## config.mk

```make
export PLATFORM = sky130hd
export DESIGN_NAME = vec_len_scan
export DESIGN_NICKNAME = d
export VERILOG_FILES = /design/src/rtl/vec_len_scan_pkg.sv /design/src/rtl/slice_msb_enc.sv /design/src/rtl/slice_shifter.sv /design/src/rtl/lz_scan_ctrl.sv /design/src/rtl/vec_len_scan.sv
export SDC_FILE = /design/constraint.sdc
export NUM_CORES = 2
export LEC_CHECK = 0
export ABC_AREA = 1
export BUFFER_PORTS_ARGS = -buffer_cell sky130_fd_sc_hd__buf_2
export CAP_MARGIN = 20
export CORE_AREA = 5 5 396 398
export CTS_CLUSTER_SIZE = 24
export DETAILED_ROUTE_END_ITERATION = 8
export DIE_AREA = 0 0 401 403
export MAX_ROUTING_LAYER = met4
export SKIP_LAST_GASP = 1
export SLEW_MARGIN = 20
export SYNTH_ARGS = -nofsm -noshare
export SYNTH_HDL_FRONTEND = slang
export SYNTH_SLANG_ARGS = --single-unit
export TNS_END_PERCENT = 30
```

## constraint.sdc

```tcl
create_clock -name clk_i -period 3.8 [get_ports clk_i]
set_input_delay 0.38 -clock clk_i [delete_from_list [all_inputs] [get_ports clk_i]]
set_output_delay 0.38 -clock clk_i [all_outputs]
set_load 0.05 [all_outputs]
```

## src/rtl/vec_len_scan_pkg.sv

```systemverilog
package vec_len_scan_pkg;
  typedef enum logic [1:0] {
    ST_IDLE = 2'd0,
    ST_SCAN = 2'd1,
    ST_DONE = 2'd2
  } scan_state_e;
endpackage

```

## src/rtl/slice_msb_enc.sv

```systemverilog
module slice_msb_enc #(
  parameter int SLICE_W = 16,
  localparam int IDX_W = $clog2(SLICE_W)
) (
  input  logic [SLICE_W-1:0] slice_i,
  output logic               any_o,
  output logic [IDX_W-1:0]   idx_o
);
  always_comb begin
    idx_o = '0;
    for (int i = 0; i < SLICE_W; i++) begin
      if (slice_i[i]) idx_o = IDX_W'(i);
    end
  end
  assign any_o = |slice_i;
endmodule

```

## src/rtl/slice_shifter.sv

```systemverilog
module slice_shifter #(
  parameter int DATA_W  = 1024,
  parameter int SLICE_W = 16
) (
  input  logic               clk_i,
  input  logic               rst_ni,
  input  logic               load_i,
  input  logic               shift_i,
  input  logic [DATA_W-1:0]  data_i,
  output logic [SLICE_W-1:0] top_o
);
  logic [DATA_W-1:0] data_q;

  always_ff @(posedge clk_i or negedge rst_ni) begin
    if (!rst_ni)      data_q <= '0;
    else if (load_i)  data_q <= data_i;
    else if (shift_i) data_q <= data_q << SLICE_W;
  end

  // encoder always sees the current top slice; no wide mux needed
  assign top_o = data_q[DATA_W-1 -: SLICE_W];
endmodule

```

## src/rtl/lz_scan_ctrl.sv

```systemverilog
module lz_scan_ctrl
  import vec_len_scan_pkg::*;
#(
  parameter int DATA_W  = 1024,
  parameter int SLICE_W = 16,
  localparam int NUM_SLICES = DATA_W / SLICE_W,
  localparam int PTR_W = $clog2(NUM_SLICES),
  localparam int IDX_W = $clog2(SLICE_W),
  localparam int LEN_W = $clog2(DATA_W + 1)
) (
  input  logic             clk_i,
  input  logic             rst_ni,
  input  logic             start_i,
  input  logic             slice_any_i,
  input  logic [IDX_W-1:0] slice_idx_i,
  output logic             load_o,
  output logic             shift_o,
  output logic             busy_o,
  output logic             done_o,
  output logic [LEN_W-1:0] length_o
);
  scan_state_e state_q, state_d;
  logic [PTR_W-1:0] ptr_q, ptr_d;
  logic [LEN_W-1:0] len_q, len_d;
  logic             last_slice;

  assign last_slice = (ptr_q == '0);

  always_comb begin
    state_d = state_q;
    ptr_d   = ptr_q;
    len_d   = len_q;
    load_o  = 1'b0;
    shift_o = 1'b0;
    unique case (state_q)
      ST_IDLE: begin
        if (start_i) begin
          load_o  = 1'b1;
          ptr_d   = PTR_W'(NUM_SLICES - 1);
          len_d   = '0;
          state_d = ST_SCAN;
        end
      end
      ST_SCAN: begin
        if (slice_any_i) begin
          len_d   = LEN_W'(ptr_q) * LEN_W'(SLICE_W) + LEN_W'(slice_idx_i) + LEN_W'(1);
          state_d = ST_DONE;
        end else if (last_slice) begin
          len_d   = '0;
          state_d = ST_DONE;
        end else begin
          shift_o = 1'b1;
          ptr_d   = ptr_q - PTR_W'(1);
        end
      end
      ST_DONE: state_d = ST_IDLE;
      default: state_d = ST_IDLE;
    endcase
  end

  always_ff @(posedge clk_i or negedge rst_ni) begin
    if (!rst_ni) begin
      state_q <= ST_IDLE;
      ptr_q   <= '0;
      len_q   <= '0;
    end else begin
      state_q <= state_d;
      ptr_q   <= ptr_d;
      len_q   <= len_d;
    end
  end

  assign busy_o   = (state_q == ST_SCAN);
  assign done_o   = (state_q == ST_DONE);
  assign length_o = len_q;
endmodule

```

## src/rtl/vec_len_scan.sv

```systemverilog
module vec_len_scan #(
  parameter int DATA_W  = 1024,
  parameter int SLICE_W = 16,
  localparam int IDX_W = $clog2(SLICE_W),
  localparam int LEN_W = $clog2(DATA_W + 1)
) (
  input  logic              clk_i,
  input  logic              rst_ni,
  input  logic              start_i,
  input  logic [DATA_W-1:0] data_i,
  output logic              busy_o,
  output logic              done_o,
  output logic [LEN_W-1:0]  length_o
);
  logic               load, shift, slice_any;
  logic [SLICE_W-1:0] top_slice;
  logic [IDX_W-1:0]   slice_idx;

  slice_shifter #(.DATA_W(DATA_W), .SLICE_W(SLICE_W)) i_shifter (
    .clk_i  (clk_i),
    .rst_ni (rst_ni),
    .load_i (load),
    .shift_i(shift),
    .data_i (data_i),
    .top_o  (top_slice)
  );

  slice_msb_enc #(.SLICE_W(SLICE_W)) i_enc (
    .slice_i(top_slice),
    .any_o  (slice_any),
    .idx_o  (slice_idx)
  );

  lz_scan_ctrl #(.DATA_W(DATA_W), .SLICE_W(SLICE_W)) i_ctrl (
    .clk_i      (clk_i),
    .rst_ni     (rst_ni),
    .start_i    (start_i),
    .slice_any_i(slice_any),
    .slice_idx_i(slice_idx),
    .load_o     (load),
    .shift_o    (shift),
    .busy_o     (busy_o),
    .done_o     (done_o),
    .length_o   (length_o)
  );
endmodule

```

==> out/qor.yml <==
run_status:
  run_status: "finished, final reports clean"
critical_path:
  rr_startpoint: "i_ctrl.state_q[1]"
  critPathBufInv: 4
  startpoint_type: "register"
  critPathMaxStageDelay_ns: 0.41
  crit_path_max_fanout: 140
  cp.arrival_ns: 3.27
  reg2regPathDepth: 9
  endpoint_kind: "register"
  cp_cell_sequence: "nor2_1 > nand2_4 > inv_8 > nor2_4 > inv_16 > buf_12 > buf_12 > nor2_1 > a31oi_1"
  timing.rr.end: "i_shifter.data_q[502]"
  critPathRequiredTime_ns: 4.39
  worstSetupPathType: "register to register"
  crit_family: "buffers and inverters"
  r2r_slack_ns: 1.12
  slowest_stage: "dfrtp_1"
logic_synthesis:
  synthDistinctLibCells: 32
  synth-async-reset-ratio_pct: 100
  synth_top_family_by_area: "simple AND/OR/NAND/NOR gates"
  synth_flop_cell: "dfrtp_1"
  synth.area.top_cells: "dfrtp_1 55%, nand2_1 16%, a31oi_1 13%"
  synthXorXnorAreaFrac_pct: 0.0924
  synthSimpleGateAreaFrac_pct: 24.6
  ys_seq_elements: 1043
  synth_mux_area_share_pct: 0
  synth_top_area_share_pct: 55.1
  synth_compound_area_share_pct: 14.0
  yosys_warnings: 0
  synthCells: 5717
  synth_area_sq_um: 47400
  synth_common_cells: "2075 x nand2_1, 1043 x dfrtp_1, 989 x nor2_1, 979 x a31oi_1, 221 x clkbuf_1"
  syn_nets: 6748
  synth-seq-area-share_pct: 55.1
  synth_edf_count: 0
  syn_area_per_cell_sq_um: 8.29
  yosysMostFrequentCell: "nand2_1"
  yosys.area.top_type: "dfrtp_1"
  synthAdderAreaFrac_pct: 0.106
power_and_ir_drop:
  power_density_nw_per_um2: 612
  p_leak_nw: 31.2
  p_total_w: 0.0416
  peakVddDrop_v: 0.000406
floorplanning:
  die_w_um: 401
  die_h_um: 403
  io_pins: 1040
  start_util_pct: 31.0
  dieArea_sq_um: 162000
  core_area_sq_um: 153000
  std_cell_rows: 144
placement:
  port_buffers: 1039
  place_inst: 8461
  gp_congestion: 0.912
  dpl.hpwl_um: 132000
cts:
  cts_buffers: 114
  cts_tree: "done"
  clk_pin_slew_ns: 0.06
  htreeDepth: 3
  insertion_delay_ns: 0.73
  cts_root_buffer: "clkbuf_16"
  cts_sinks: 1043
  clock_path_buffers: 3
sta:
  slew_viol_final: 0
  fin_skew_ns: 0.0535
  rsz0062_at_grt: "no"
  period_needed_ns: 2.68
  slew_headroom_pct: 22.5
  hold_viol: 0
  setup_viol: 0
  fmax_mhz: 373
  min_period_over_period_pct: 70.6
  final.setup.tns_ns: 0
  whs_ns: 0.0717
  worstMarginPinSlew_ns: 1.16
layout:
  nets: 8575
  final_util_pct: 44.5
  final_cells: 9731
  drive_above_1_share_pct: 17.7
  syn2layout_area_growth_pct: 43.6
detailed_routing:
  drt_iter0_drc: 4990
  first_pass_iters: 9
  ant_nets: 0
  drt-vias-per-instance: 5.10
  wl_per_cell_um: 20.1
  drc: 0
  vias: 49638
  routed_wirelength_um: 196000
min_path:
  hold_path.class: "input port to register"
  min_delay_path_depth: 3
  hold_start: "data_i[214]"
  whs_endpoint: "i_shifter.data_q[214]"
global_routing:
  grt_use_total_pct: 24.1
  grt_pass1_vias: 49126
  grt_pass1_wl_um: 297000
  grt_antenna_before_repair: 44
  grt_overflow: 0
  grt_max_degree: 191
run:
  drv_cap: 0
[per-stage QoR]
step,worst slack [ns],cell area (sq um)
after CTS,1.04,67900
after global placement,1.13,53900
after detailed placement,1.10,53900
after floorplan,1.72,47400
after global routing,0.830,68100
final,1.12,68100
[registers in the layout, summed over array words and instances, names as in the netlist]
signal / flops
i_shifter.data_q: 1024
i_ctrl.length_o: 11
i_ctrl.state_q: 2
i_ctrl.ptr_q: 6
[area by class of cell]
class / instances / area, sq um
diodes: 46 / 115
clock buffers: 175 / 3440
clock inverters: 38 / 442
fillers: 14383 / 84900
inverters: 66 / 272
multi-input cells: 4156 / 18400
flip-flops and latches: 1043 / 26100
well taps: 2044 / 2560
repair buffers: 2163 / 16800
[metal layers]
| layer | up-vias | part of all wire, % | track usage (%) |
|---|---|---|---|
| li1 | 22669 | - | - |
| met1 | 23613 | 40 | 29.7 |
| met4 | 0 | 6.7 | 13.5 |
| met5 | - | 0 | - |
| met3 | 709 | 7.5 | 4.34 |
| met2 | 2647 | 46 | 37.4 |
[worst max path at each step]
stage	cells past startpoint	endpoint	from
5_1_grt	24	i_ctrl.length_o[8]	i_shifter.data_q[1010]
2_1_floorplan	9	i_shifter.data_q[860]	i_ctrl.state_q[1]
4_1_cts	9	i_shifter.data_q[430]	i_ctrl.state_q[1]
3_3_place_gp	7	i_shifter.data_q[952]	i_ctrl.state_q[1]
6_report	9	i_shifter.data_q[502]	i_ctrl.state_q[1]
3_5_place_dp	9	i_shifter.data_q[765]	i_ctrl.state_q[0]
[what timing repair did]
item / 4_1_cts / 5_1_grt
setup buffers: 0 / 0
hold buffers: 1010 / 1
resized for setup: 0 / 0
endpoints found under the hold margin: 1061 / 1
[cell usage in the layout (no fill, tap or decap), types with 3 or more instances in the layout]
cell type	count
ha_1	4
clkbuf_16	116
nor3_1	3
inv_2	4
dlygate4sd3_1	1011
clkbuf_8	32
nand4_1	4
o21ai_0	44
buf_2	1038
nand2_1	2074
buf_4	66
dfrtp_1	1043
xor2_1	5
diode_2	46
nand3_1	8
inv_6	3
a31oi_1	979
clkbuf_1	27
inv_1	60
nor2_1	989
bufinv_16	6
buf_12	47
clkinv_2	19
clkinvlp_4	4
o211ai_1	31
[tightest hold or removal path: stages]
cell and delay (ns):
buf_2 0.10, nand2_1 0.16, a31oi_1 0.11
[report_power, final]
part | switching (W) | leakage, nW | internal, W
Combinational | 0.00664 | 18.0 | 0.00487
Clock | 0.00486 | 1.91 | 0.00665
Sequential | 0.00300 | 11.4 | 0.0156
Total | 0.0145 | 31.2 | 0.0271
[cells by family after synthesis]
| family | after synthesis |
|---|---|
| adder cells (fa/ha/maj) | 4 |
| AO/OA/AOI/OAI | 1060 |
| XOR/XNOR | 5 |
| AND/OR/NAND/NOR | 3087 |
| flip-flops | 1043 |
| buffers and inverters | 518 |
Note: power is estimated with default switching activity, not from simulation.
